**src/rtl/dma_csr_pkg.sv**
```systemverilog
package dma_csr_pkg;

  localparam int MAX_CH = 12;
  localparam int LO_CH  = 8;

  localparam logic [4:0] OFS_CTL0 = 5'h00;
  localparam logic [4:0] OFS_CTL1 = 5'h04;
  localparam logic [4:0] OFS_CTL2 = 5'h08;
  localparam logic [4:0] OFS_CTL3 = 5'h0C;
  localparam logic [4:0] OFS_STS0 = 5'h10;
  localparam logic [4:0] OFS_STS1 = 5'h14;
  localparam logic [4:0] OFS_STS2 = 5'h18;

  typedef enum logic [1:0] {
    MODE_OFF  = 2'd0,
    MODE_SG   = 2'd1,
    MODE_ONCE = 2'd2,
    MODE_KEEP = 2'd3
  } mode_e;

  typedef enum logic [1:0] {
    ST_IDLE = 2'd0,
    ST_DESC = 2'd1,
    ST_WAIT = 2'd2,
    ST_XFER = 2'd3
  } state_e;

  function automatic bit in_hi(input int ch);
    return ch >= LO_CH;
  endfunction

  function automatic int ctl_lsb(input int ch);
    return in_hi(ch) ? 4 * (ch - LO_CH) : 4 * ch;
  endfunction

  function automatic int ie_bit(input int ch);
    return in_hi(ch) ? ch + 8 : ch;
  endfunction

  function automatic int int_bit(input int ch);
    return in_hi(ch) ? ch - LO_CH : ch;
  endfunction

  function automatic int err_bit(input int ch);
    return in_hi(ch) ? ch : ch + 8;
  endfunction

  function automatic int st_lsb(input int ch);
    return in_hi(ch) ? 16 + 2 * (ch - LO_CH) : 16 + 2 * ch;
  endfunction

endpackage

```
**src/rtl/dma_csr_chan_ctl.sv**
```systemverilog
module dma_csr_chan_ctl
  import dma_csr_pkg::*;
(
  input  logic       clk,
  input  logic       rst_n,
  input  logic       wr_hit,
  input  logic [3:0] field,
  output logic [1:0] mode_o,
  output logic       dir_o,
  output logic       start_o
);

  logic [1:0] mode_q, mode_d;
  logic       dir_q, dir_d;
  logic       start_q, start_d;
  logic       cfg_en;
  logic       mode_en;

  assign cfg_en  = wr_hit;
  assign mode_en = wr_hit && (field[1:0] != MODE_KEEP);

  always_comb begin
    mode_d  = mode_q;
    dir_d   = dir_q;
    start_d = 1'b0;
    if (mode_en) mode_d = field[1:0];
    if (cfg_en)  dir_d  = field[2];
    if (cfg_en)  start_d = (field[1:0] == MODE_SG) || (field[1:0] == MODE_ONCE);
  end

  always_ff @(posedge clk or negedge rst_n) begin
    if (!rst_n) begin
      mode_q  <= MODE_OFF;
      dir_q   <= 1'b0;
      start_q <= 1'b0;
    end else begin
      if (mode_en) mode_q <= mode_d;
      if (cfg_en)  dir_q  <= dir_d;
      start_q <= start_d;
    end
  end

  assign mode_o  = mode_q;
  assign dir_o   = dir_q;
  assign start_o = start_q;


  keep_code_holds_mode_chk: assert property (@(posedge clk) disable iff (!rst_n)
    (wr_hit && field[1:0] == MODE_KEEP) |=> (mode_o == $past(mode_o)));


  start_has_live_mode_chk: assert property (@(posedge clk) disable iff (!rst_n)
    start_o |-> (mode_o == MODE_SG || mode_o == MODE_ONCE) && !$past(start_o));

endmodule

```
**src/rtl/dma_csr_chan_flags.sv**
```systemverilog
module dma_csr_chan_flags (
  input  logic clk,
  input  logic rst_n,
  input  logic done,
  input  logic err,
  input  logic clr_int,
  input  logic clr_err,
  output logic int_o,
  output logic err_o
);

  logic int_q, int_d;
  logic err_q, err_d;
  logic int_en, err_en;

  assign int_en = done || err || clr_int;
  assign err_en = err || clr_err;

  always_comb begin
    int_d = int_q;
    err_d = err_q;
    if (done || err) int_d = 1'b1;
    else if (clr_int) int_d = 1'b0;
    if (err) err_d = 1'b1;
    else if (clr_err) err_d = 1'b0;
  end

  always_ff @(posedge clk or negedge rst_n) begin
    if (!rst_n) begin
      int_q <= 1'b0;
      err_q <= 1'b0;
    end else begin
      if (int_en) int_q <= int_d;
      if (err_en) err_q <= err_d;
    end
  end

  assign int_o = int_q;
  assign err_o = err_q;


  done_sets_event_chk: assert property (@(posedge clk) disable iff (!rst_n)
    done |=> int_o);


  err_sets_both_chk: assert property (@(posedge clk) disable iff (!rst_n)
    err |=> (err_o && int_o));

endmodule

```
**src/rtl/dma_csr_rdmux.sv**
```systemverilog
module dma_csr_rdmux
  import dma_csr_pkg::*;
#(
  parameter int N_CH = 12,
  parameter int AW   = 5,
  parameter int DW   = 32
) (
  input  logic [AW-1:0]     addr,
  input  logic [2*N_CH-1:0] mode,
  input  logic [N_CH-1:0]   dir,
  input  logic [N_CH-1:0]   ie,
  input  logic [N_CH-1:0]   intf,
  input  logic [N_CH-1:0]   errf,
  input  logic [2*N_CH-1:0] state,
  output logic [DW-1:0]     rdata
);

  logic [DW-1:0] w_ctl0, w_ctl2, w_ctl3, w_sts0, w_sts2;

  always_comb begin
    w_ctl0 = '0;
    w_ctl2 = '0;
    w_ctl3 = '0;
    w_sts0 = '0;
    w_sts2 = '0;
    for (int c = 0; c < N_CH; c++) begin
      w_ctl2[ie_bit(c)] = ie[c];
      if (in_hi(c)) begin
        w_ctl3[ctl_lsb(c) +: 2] = mode[2*c +: 2];
        w_ctl3[ctl_lsb(c) + 2]  = dir[c];
        w_sts2[int_bit(c)]      = intf[c];
        w_sts2[err_bit(c)]      = errf[c];
        w_sts2[st_lsb(c) +: 2]  = state[2*c +: 2];
      end else begin
        w_ctl0[ctl_lsb(c) +: 2] = mode[2*c +: 2];
        w_ctl0[ctl_lsb(c) + 2]  = dir[c];
        w_sts0[int_bit(c)]      = intf[c];
        w_sts0[err_bit(c)]      = errf[c];
        w_sts0[st_lsb(c) +: 2]  = state[2*c +: 2];
      end
    end
  end

  always_comb begin
    rdata = '0;
    if (addr == AW'(OFS_CTL0)) rdata = w_ctl0;
    if (addr == AW'(OFS_CTL2)) rdata = w_ctl2;
    if (addr == AW'(OFS_CTL3)) rdata = w_ctl3;
    if (addr == AW'(OFS_STS0)) rdata = w_sts0;
    if (addr == AW'(OFS_STS2)) rdata = w_sts2;
  end

endmodule

```
**src/rtl/dma_chan_csr.sv**
```systemverilog
module dma_chan_csr
  import dma_csr_pkg::*;
#(
  parameter int N_CH = 12,
  parameter int AW   = 5,
  parameter int DW   = 32
) (
  input  logic              clk,
  input  logic              rst_n,
  input  logic              reg_we,
  input  logic [AW-1:0]     reg_addr,
  input  logic [DW-1:0]     reg_wdata,
  output logic [DW-1:0]     reg_rdata,
  output logic [2*N_CH-1:0] ch_mode,
  output logic [N_CH-1:0]   ch_dir,
  output logic [N_CH-1:0]   ch_start,
  input  logic [N_CH-1:0]   ch_done,
  input  logic [N_CH-1:0]   ch_err,
  input  logic [2*N_CH-1:0] ch_state,
  output logic              irq
);

  localparam int FW = 4;

  logic [1:0] rst_pipe_q;
  logic       rst_sync_n;

  always_ff @(posedge clk or negedge rst_n) begin
    if (!rst_n) rst_pipe_q <= 2'b00;
    else        rst_pipe_q <= {rst_pipe_q[0], 1'b1};
  end
  assign rst_sync_n = rst_pipe_q[1];

  logic wr_ctl0, wr_ctl2, wr_ctl3, wr_sts0, wr_sts2;

  assign wr_ctl0 = reg_we && (reg_addr == AW'(OFS_CTL0));
  assign wr_ctl2 = reg_we && (reg_addr == AW'(OFS_CTL2));
  assign wr_ctl3 = reg_we && (reg_addr == AW'(OFS_CTL3));
  assign wr_sts0 = reg_we && (reg_addr == AW'(OFS_STS0));
  assign wr_sts2 = reg_we && (reg_addr == AW'(OFS_STS2));

  logic [N_CH-1:0] ie_q, ie_d;
  logic [N_CH-1:0] int_flag, err_flag;

  always_comb begin
    ie_d = ie_q;
    for (int c = 0; c < N_CH; c++) ie_d[c] = reg_wdata[ie_bit(c)];
  end

  always_ff @(posedge clk or negedge rst_sync_n) begin
    if (!rst_sync_n)  ie_q <= '0;
    else if (wr_ctl2) ie_q <= ie_d;
  end

  for (genvar g = 0; g < N_CH; g++) begin : g_ch
    localparam bit HI = in_hi(g);
    logic          wr_hit;
    logic [FW-1:0] field;
    logic          sts_wr;

    assign wr_hit = HI ? wr_ctl3 : wr_ctl0;
    assign field  = reg_wdata[ctl_lsb(g) +: FW];
    assign sts_wr = HI ? wr_sts2 : wr_sts0;

    dma_csr_chan_ctl u_ctl (
      .clk     (clk),
      .rst_n   (rst_sync_n),
      .wr_hit  (wr_hit),
      .field   (field),
      .mode_o  (ch_mode[2*g +: 2]),
      .dir_o   (ch_dir[g]),
      .start_o (ch_start[g])
    );

    dma_csr_chan_flags u_flags (
      .clk     (clk),
      .rst_n   (rst_sync_n),
      .done    (ch_done[g]),
      .err     (ch_err[g]),
      .clr_int (sts_wr && reg_wdata[int_bit(g)]),
      .clr_err (sts_wr && reg_wdata[err_bit(g)]),
      .int_o   (int_flag[g]),
      .err_o   (err_flag[g])
    );
  end

  dma_csr_rdmux #(.N_CH(N_CH), .AW(AW), .DW(DW)) u_rdmux (
    .addr  (reg_addr),
    .mode  (ch_mode),
    .dir   (ch_dir),
    .ie    (ie_q),
    .intf  (int_flag),
    .errf  (err_flag),
    .state (ch_state),
    .rdata (reg_rdata)
  );

  assign irq = |(int_flag & ie_q);

  logic unused_wdata;
  assign unused_wdata = ^reg_wdata;


  enabled_done_raises_irq_chk: assert property (@(posedge clk) disable iff (!rst_sync_n)
    (((ch_done & ie_q) != '0) && !wr_ctl2) |=> irq);


  irq_needs_enable_chk: assert property (@(posedge clk) disable iff (!rst_sync_n)
    (ie_q == '0) |-> !irq);

endmodule

```
**config.mk**
```make
export PLATFORM = sky130hd
export DESIGN_NAME = dma_chan_csr
export DESIGN_NICKNAME = d
export VERILOG_FILES = /design/src/rtl/dma_csr_pkg.sv /design/src/rtl/dma_csr_chan_ctl.sv /design/src/rtl/dma_csr_chan_flags.sv /design/src/rtl/dma_csr_rdmux.sv /design/src/rtl/dma_chan_csr.sv
export SDC_FILE = /design/constraint.sdc
export NUM_CORES = 1
export LEC_CHECK = 0
export BUFFER_PORTS_ARGS = -buffer_cell sky130_fd_sc_hd__clkbuf_2
export CAP_MARGIN = 10
export CORE_UTILIZATION = 45
export CTS_CLUSTER_DIAMETER = 50
export DETAILED_ROUTE_END_ITERATION = 10
export GPL_TIMING_DRIVEN = 0
export PLACE_DENSITY = 0.73
export SLEW_MARGIN = 20
export SYNTH_ARGS = -nofsm -noshare
export SYNTH_HDL_FRONTEND = slang
export SYNTH_SLANG_ARGS = --single-unit
```
**constraint.sdc**
```tcl
create_clock -name clk -period 2.65 [get_ports clk]
set_input_delay 0.265 -clock clk [delete_from_list [all_inputs] [get_ports clk]]
set_output_delay 0.265 -clock clk [all_outputs]
set_load 0.05 [all_outputs]
```
==> results.yml, run 1 <==
synthesis:
  synth-main-ff-cell: "dfrtp_1"
  synth_area_leaders: "dfrtp_1, mux2_2, buf_4"
  yosys.area.top_type: "dfrtp_1"
  syn_avg_cell_area_um2: 10.9
  synth-xor-area-share: 0
  syn_nets: 507
  synth_most_common_cell: "dfrtp_1"
  yosys.area_share.adder: 0.0224
  ys_seq_area_frac: 0.482
  synthCells: 411
  synth_edf_count: 0
  yosysWarnings: 0
  synthSimpleGateAreaFrac: 0.153
  async_flop_share: 1.00
  synth_top_area_share: 0.482
  ys_top_cells_by_count: "dfrtp_1, nand2_1, mux2_2"
  synth_cell_types: 42
  synth_seq_cells: 86
  syn-cell-area_mm2: 0.00447
  synth.area.mux_share: 0.124
  synth_compound_area_frac: 0.141
  synth_top_family_by_area: "simple AND/OR/NAND/NOR gates"
setup_path:
  critPathMaxFanout: 10
  reg2reg_slack_ns: 1.76
  crit_arrival_ns: 2.31
  start_kind: "primary input"
  crit_buf_inv: 4
  critPathKind: "primary input to primary output"
  path_delay_family: "buffers and inverters"
  cp-end-kind: "primary output"
  cpMaxStageDelayCell: "a311oi_1"
  crit_chain: "clkbuf_2 -> buf_2 -> nor4b_4 -> nor2b_1 -> buf_2 -> a22oi_1 -> a311oi_1 -> clkbuf_2"
  cp_data_required_time_ns: 2.38
  max_stage_delay_ns: 0.44
power_and_ir_drop:
  p_per_area_mw_per_mm2: 647
  ir_worst_vdd_uv: 409
  p_leak_uw: 0.00282
sta:
  fmax_mhz: 389
  fin_crit_sh: 0.970
  finClkSkew_ns: 0.00983
  fin_ws_ns: 0.0783
  worst_pin_slew_ns: 0.635
  fin_crit_ns: 2.57
  rsz0062_at_grt: "no"
  hold_violations: 0
  slew_violations: 0
  hold_ws_ns: 0.0876
  relSlewSlack: 0.575
  setup_viol: 0
placement:
  dp_hpwl_um: 10000
  postPlaceCellArea_mm2: 0.00548
  dp_cells: 703
  routabilityCongestion: 0.860
  numPortBuffers: 161
  place_ws_ns: 0.0938
finish:
  seq_area_mm2: 0.00216
  utilization: 0.610
  multi_input_area_mm2: 0.00199
  area_growth_pct: 28.7
  layout.cells.non_filler: 720
  nNetsFinal: 682
  drive_above_1_share: 0.462
  fillCellCount: 810
  diodes: 0
  design_area_mm2: 0.00575
floorplan:
  die_h_um: 102
  initial_utilization: 0.474
  core_area_mm2: 0.00942
  ios: 169
  die_x_um: 102
  num_rows: 35
  dieArea_mm2: 0.0103
global_routing:
  grt_pass1_vias: 3831
  grt_overflow_total: 0
  antenna_found_initial: 0
  grt_max_degree: 58
  grt.total_usage: 0.261
  grt_pass1_wl_um: 19800
cts:
  numCtsBuffers: 9
  cts.sinks: 86
  htree_levels: 3
  clk_pin_slew_ns: 0.09
  worstSkewPairLatency_ns: 0.36
  root_buffer: "clkbuf_8"
  clock_path_buffers: 2
  cts_tree: "done"
route:
  first_pass_iters: 5
  wl_per_cell_um: 18.3
  route.detailed.drc: 0
  ant_nets: 0
  drt_iter0_drc: 244
  wirelength_um: 13200
  via_per_inst: 5.46
  via_count: 3931
run_status:
  status: "finished, final reports clean"
run:
  cap_violations: 0
hold_path:
  hp-class: "primary input to flip-flop"
## registers in the layout, summed over array words and instances (netlist names)
signal              count
ie_q                   12
g_ch.u_ctl.dir_o       12
g_ch.u_flags.err_o     12
g_ch.u_ctl.mode_o      24
rst_pipe_q              2
g_ch.u_ctl.start_o     12
g_ch.u_flags.int_o     12
## per-stage QoR
| step | power (uW) | setup TNS (ns) |
|---|---|---|
| final | 3720 | 0 |
| after global routing | 3880 | 0 |
| after CTS | 3740 | 0 |
| after detailed placement | 2600 | 0 |
| after global placement | 2570 | -73.15 |
| after floorplan | 2300 | -0.0228 |
## per-layer routing
layer | track usage | up-vias | share of wire
met2 | 0.466 | 180 | 0.50
met4 | 0.0736 | 0 | 0.014
li1 | - | 1800 | -
met1 | 0.320 | 1935 | 0.42
met3 | 0.0524 | 16 | 0.063
met5 | 0 | - | 0
## kinds of logic (layout without fill, tap and decap cells)
group,after synthesis,count (layout)
AOI/OAI and AO/OA,86,86
adders and majority gates,8,8
buffers and inverters,49,229
DFF,86,86
muxes,50,50
other,1,1
and+or+nand+nor,131,131
## final timing paths
| kind | start | to | cells past startpoint |
|---|---|---|---|
| worst max-delay path | reg_addr[3] | reg_rdata[5] | 8 |
| worst min-delay path | ch_done[1] | g_ch[1].u_flags.int_o | 2 |
| worst max register to register | rst_pipe_q[1] | g_ch[4].u_ctl.mode_o[1] | 1 |
| worst min register to register | rst_pipe_q[1] | g_ch[8].u_ctl.start_o | 0 |
| max in group asynchronous | rst_pipe_q[1] | g_ch[4].u_ctl.mode_o[1] | 1 |
| min in group asynchronous | rst_n | rst_pipe_q[1] | 2 |
## cells in the final DEF (no fill, tap or decap), drive strengths merged, types with 3 or more instances in the layout
| cell | count |
|---|---|
| clkbuf | 177 |
| dfrtp | 86 |
| nand2 | 51 |
| mux2 | 44 |
| buf | 42 |
| nor2 | 41 |
| o21ai | 17 |
| and3 | 13 |
| a22o | 13 |
| a21o | 12 |
| a211o | 12 |
| a22oi | 11 |
| ha | 8 |
| mux2i | 6 |
| and2 | 6 |
| nor2b | 4 |
| nand3 | 4 |
| inv | 4 |
| nor4 | 4 |
| a31oi | 3 |
| a21oi | 3 |
| a311oi | 3 |
| a21boi | 3 |
| o22ai | 3 |
| a221oi | 3 |
| bufinv | 3 |
## cell type report
cell class | instances | area share
timing repair buffer | 164 | 0.148
multi-input combinational | 276 | 0.346
inverter | 4 | 0.00261
clock inverter | 5 | 0.0187
clock buffer | 11 | 0.0246
sequential | 86 | 0.375
buffer | 45 | 0.0568
tap | 129 | 0.0281
## power by group
| group | total (uW) | switching, uW | internal (uW) |
|---|---|---|---|
| combinational | 1000 | 670 | 331 |
| sequential | 1580 | 127 | 1450 |
| clock | 1140 | 483 | 656 |
| total | 3720 | 1280 | 2440 |
## repair_timing
action | in CTS | in global routing
endpoints found under the hold margin | 2 | 0
gates resized for setup | 0 | 3
buffers inserted | 0 | 0
hold buffers | 1 | 0
setup endpoints to repair | 0 | 3
No activity file was read; power rests on OpenSTA's default activity.
==> inputs of run 2 (changes only) <==
CORE_ASPECT_RATIO = 0.9   (was default)
MAX_ROUTING_LAYER = met4   (was default)
==> run 2 against run 1 <==
Combinational power is essentially flat. Count of clock-buffer cells in the layout grew 1. Sequential share of layout area grew 0.21 points. Utilization shrank 1.9 points. Sequential cell count is the same. Cell count shrank 0.56%. Clock power shrank 9%. Register-to-register slack lost 0.03 ns. Sequential power is essentially flat. Worst setup slack gained 0.056 ns. Total power shrank 2.9%. Global-route usage grew 0.24 points.
==> results.yml, run 2 (same netlist as run 1, synthesis figures left out) <==
setup_path:
  cp_data_required_time_ns: 2.38
  crit_arrival_ns: 2.25
  critPathKind: "primary input to primary output"
  critPathMaxFanout: 10
  start_kind: "primary input"
  cp-end-kind: "primary output"
hold_path:
  hp-class: "primary input to flip-flop"
floorplan:
  die_h_um: 96.5
  dieArea_mm2: 0.0103
  num_rows: 34
  ios: 169
  die_x_um: 107
  initial_utilization: 0.462
  core_area_mm2: 0.00966
route:
  ant_nets: 0
  drt_iter0_drc: 196
  route.detailed.drc: 0
  via_count: 3888
  via_per_inst: 5.43
  wirelength_um: 12800
  wl_per_cell_um: 17.9
  first_pass_iters: 5
placement:
  place_ws_ns: 0.0577
  dp_hpwl_um: 9780
  numPortBuffers: 161
  routabilityCongestion: 0.845
finish:
  nNetsFinal: 682
  largest_reg_flops: 24
  utilization: 0.592
  final_common_cell: "clkbuf_2"
  final_cell_mix: "clkbuf_2, dfrtp_1, nand2_1, mux2_2, nor2_1"
  area_growth_pct: 28.0
  drive_above_1_share: 0.459
  diodes: 0
sta:
  relSlewSlack: 0.560
  slew_violations: 0
  hold_violations: 0
  fin_crit_sh: 0.949
  fmax_mhz: 398
  setup_viol: 0
  setup_tns_ns: 0
  worst_pin_slew_ns: 0.657
  finClkSkew_ns: 0.00797
  fin_crit_ns: 2.52
  rsz0062_at_grt: "no"
  fin_ws_ns: 0.134
global_routing:
  antenna_found_initial: 0
  grt_max_degree: 51
  grt_overflow_total: 0
  grt_pass1_vias: 3836
  grt_pass1_wl_um: 19700
  grt.total_usage: 0.264
cts:
  numCtsBuffers: 9
  cts.sinks: 86
  clock_path_buffers: 2
  htree_levels: 3
  worstSkewPairLatency_ns: 0.36
  clk_pin_slew_ns: 0.09
  cts_tree: "done"
  root_buffer: "clkbuf_8"
run_status:
  status: "finished, final reports clean"
run:
  cap_violations: 0
power_and_ir_drop:
  p_total_uw: 3610
  p_leak_uw: 0.00280
  p_per_area_mw_per_mm2: 632
  ir_worst_vdd_uv: 367
## run 2: changes by cell type in the layout (fill, tap and decap cells not counted)
cell	delta
clkinvlp_4	+1
clkbuf_8	+1
clkinv_4	-2
clkbuf_1	+1
bufinv_16	-1
clkbuf_2	-1
## run 2: metal layers
layer,wire length [um],global-route usage,part of all wire,vias to the layer above
li1,-,-,-,1794
met1,5550,0.320,0.43,1906
met2,6130,0.445,0.48,172
met3,903,0.0610,0.071,16
met4,195,0.0742,0.015,0
met5,0,-,0,-
## run 2: cell type report
| cell class | instances | area (um^2) |
|---|---|---|
| fill | 820 | 3940 |
| multi-input combinational | 276 | 1990 |
| timing repair buffer | 164 | 851 |
| sequential | 86 | 2160 |
| buffer | 45 | 325 |
| clock inverter | 3 | 67.6 |
| inverter | 4 | 15.0 |
| clock buffer | 12 | 155 |
| tap | 126 | 158 |
## run 2: power by group
group	switching (uW)	internal, uW	leakage (uW)
Clock	461	578	0.000109
Sequential	124	1450	0.00102
Combinational	666	331	0.00168
Total	1250	2360	0.00280
## run 2: worst max-delay path, cell delays in order
cell	delay, ns
clkbuf_2	0.14
nor4_4	0.58
clkbuf_1	0.51
o21ai_0	0.18
a22oi_1	0.25
clkbuf_2	0.32
## run 2: timing repair
item | in CTS | in global routing
endpoints found under the hold margin | 2 | 0
buffers inserted | 0 | 0
gates resized for setup | 0 | 1
hold buffers | 1 | 0
setup endpoints to repair | 0 | 2
## run 2: worst paths after layout
check	endpoint	cells past startpoint	start	slack [ns]
min	g_ch[11].u_flags.int_o	2	ch_done[11]	0.09
max in group asynchronous	ie_q[7]	1	rst_pipe_q[1]	1.73
max reg2reg	ie_q[7]	1	rst_pipe_q[1]	1.73
min in group asynchronous	rst_pipe_q[1]	2	rst_n	0.21
min reg2reg	g_ch[2].u_ctl.dir_o	0	rst_pipe_q[1]	0.30
max	reg_rdata[13]	6	reg_addr[3]	0.13
## run 2: stage by stage
step                hold WS (ns)  std cells  cell area (um^2)
finish                    0.0855        716              5720
CTS                       0.0799        716              5710
global route              0.0802        716              5720
global placement          0.0515        698              5430
detailed placement        0.0529        700              5470
floorplan                -0.0306        411              4470
==> inputs of run 3 (changes only) <==
CORE_ASPECT_RATIO = default   (was 0.9)
==> run 3 against run 2 <==
First-iteration DRC count grew 14%. Worst setup slack worse by 0.036 ns. Utilization up 1.9 points. Design area rose by 0.55%. Worst hold slack gained 0.0076 ns. Clock skew is 0.0026 ns higher. Global-route usage is 0.55 points higher. Non-clock buffer count is the same. Die area is essentially flat. Total power up 3.0%. Critical endpoint is now reg_rdata[5]. Largest power group unchanged.
==> results.yml, run 3 (same netlist as run 1, synthesis figures left out) <==
global_routing:
  grt_max_degree: 58
  grt.total_usage: 0.269
  grt_overflow_total: 0
  grt_pass1_wl_um: 19800
  antenna_found_initial: 0
  grt_pass1_vias: 3841
sta:
  worst_pin_slew_ns: 0.655
  fin_crit_sh: 0.963
  slew_violations: 0
  finClkSkew_ns: 0.0106
  hold_violations: 0
  fin_crit_ns: 2.55
  relSlewSlack: 0.562
  setup_viol: 0
  rsz0062_at_grt: "no"
  fmax_mhz: 392
floorplan:
  dieArea_mm2: 0.0103
  die_h_um: 102
  num_rows: 35
  die_x_um: 102
  initial_utilization: 0.474
  core_area_mm2: 0.00942
  ios: 169
setup_path:
  crit_path_start: "reg_addr[3]"
  critPathMaxFanout: 10
  cp_data_required_time_ns: 2.38
  crit_arrival_ns: 2.29
  critPathKind: "primary input to primary output"
  r2r-start: "rst_pipe_q[1]"
  cp-end-kind: "primary output"
  start_kind: "primary input"
route:
  wl_per_cell_um: 18.3
  via_per_inst: 5.50
  route.detailed.drc: 0
  drt_iter0_drc: 223
  via_count: 3961
  ant_nets: 0
  first_pass_iters: 5
  wirelength_um: 13200
power_and_ir_drop:
  p_leak_uw: 0.00282
  ir_worst_vdd_uv: 409
  p_per_area_mw_per_mm2: 648
  p_total_uw: 3720
finish:
  final_common_cell: "clkbuf_2"
  drive_above_1_share: 0.462
  largest_reg_flops: 24
  nNetsFinal: 682
  area_growth_pct: 28.7
  diodes: 0
  utilization: 0.610
  final_cell_mix: "clkbuf_2, dfrtp_1, nand2_1, mux2_2, nor2_1"
cts:
  clk_pin_slew_ns: 0.09
  cts.sinks: 86
  worstSkewPairLatency_ns: 0.36
  numCtsBuffers: 9
  htree_levels: 3
  clock_path_buffers: 2
  root_buffer: "clkbuf_8"
  cts_tree: "done"
run_status:
  status: "finished, final reports clean"
placement:
  numPortBuffers: 161
  dp_hpwl_um: 10000
  routabilityCongestion: 0.874
run:
  cap_violations: 0
hold_path:
  hp-start: "ch_done[1]"
  hp-class: "primary input to flip-flop"
-- run 3: cell types whose count changed in the layout (fill, tap and decap cells not counted), sizes merged --
| cell | before | now |
|---|---|---|
| bufinv | 2 | 3 |
| clkinv | 0 | 2 |
| clkbuf | 178 | 177 |
| clkinvlp | 1 | 0 |
-- run 3: power by group --
group	switching (uW)	internal [uW]
clock	482	656
combinational	671	331
sequential	129	1450
-- run 3: critical path: stages --
cell      delay [ns]
clkbuf_2        0.14
buf_2           0.22
nor4b_4         0.34
nor2b_1         0.16
buf_2           0.23
a22oi_1         0.12
a311oi_1        0.44
clkbuf_2        0.36
-- run 3: area by class of cell --
class / instances / area [um^2]
clock buffers: 11 / 141
flip-flops and latches: 86 / 2160
plain buffers: 45 / 327
well taps: 129 / 161
clock inverters: 5 / 108
repair buffers: 164 / 851
fillers: 810 / 3670
inverters: 4 / 15.0
multi-input cells: 276 / 1990
-- run 3: path summary, 6_finish.rpt --
kind / end / slack, ns / cells past startpoint
setup / recovery: reg_rdata[5] / 0.1 / 8
hold / removal: g_ch[1].u_flags.int_o / 0.09 / 2
setup reg to reg: ie_q[9] / 1.76 / 1
hold reg to reg: g_ch[8].u_ctl.start_o / 0.27 / 0
max in group asynchronous: ie_q[9] / 1.76 / 1
min in group asynchronous: rst_pipe_q[1] / 0.22 / 2
-- run 3: layer usage --
metal	up-vias	global-route usage	wire length (um)
li1	1793	-	-
met1	1960	0.324	5590
met2	192	0.467	6630
met3	16	0.0386	843
met4	0	0.0803	137
met5	-	-	0
-- run 3: repair_timing --
item                                    4_1_cts  5_1_grt
resized for setup                             0        3
hold endpoints to repair                      2        0
hold buffers                                  1        0
buffers inserted                              0        0
endpoints found under the setup margin        0        3
-- run 3: per-stage QoR --
step | area (um^2) | cells | setup slack, ns | setup TNS, ns | hold WS, ns
after global routing | 5750 | 720 | 0.0274 | 0 | 0.0837
after CTS | 5740 | 720 | 0.0784 | 0 | 0.0853
after global placement | 5430 | 701 | -0.876 | -73.15 | 0.0514
after floorplan | 4470 | 411 | -0.00761 | -0.0228 | -0.0306
after detailed placement | 5480 | 703 | 0.0938 | 0 | 0.0545
final | 5750 | 720 | 0.0989 | 0 | 0.0930
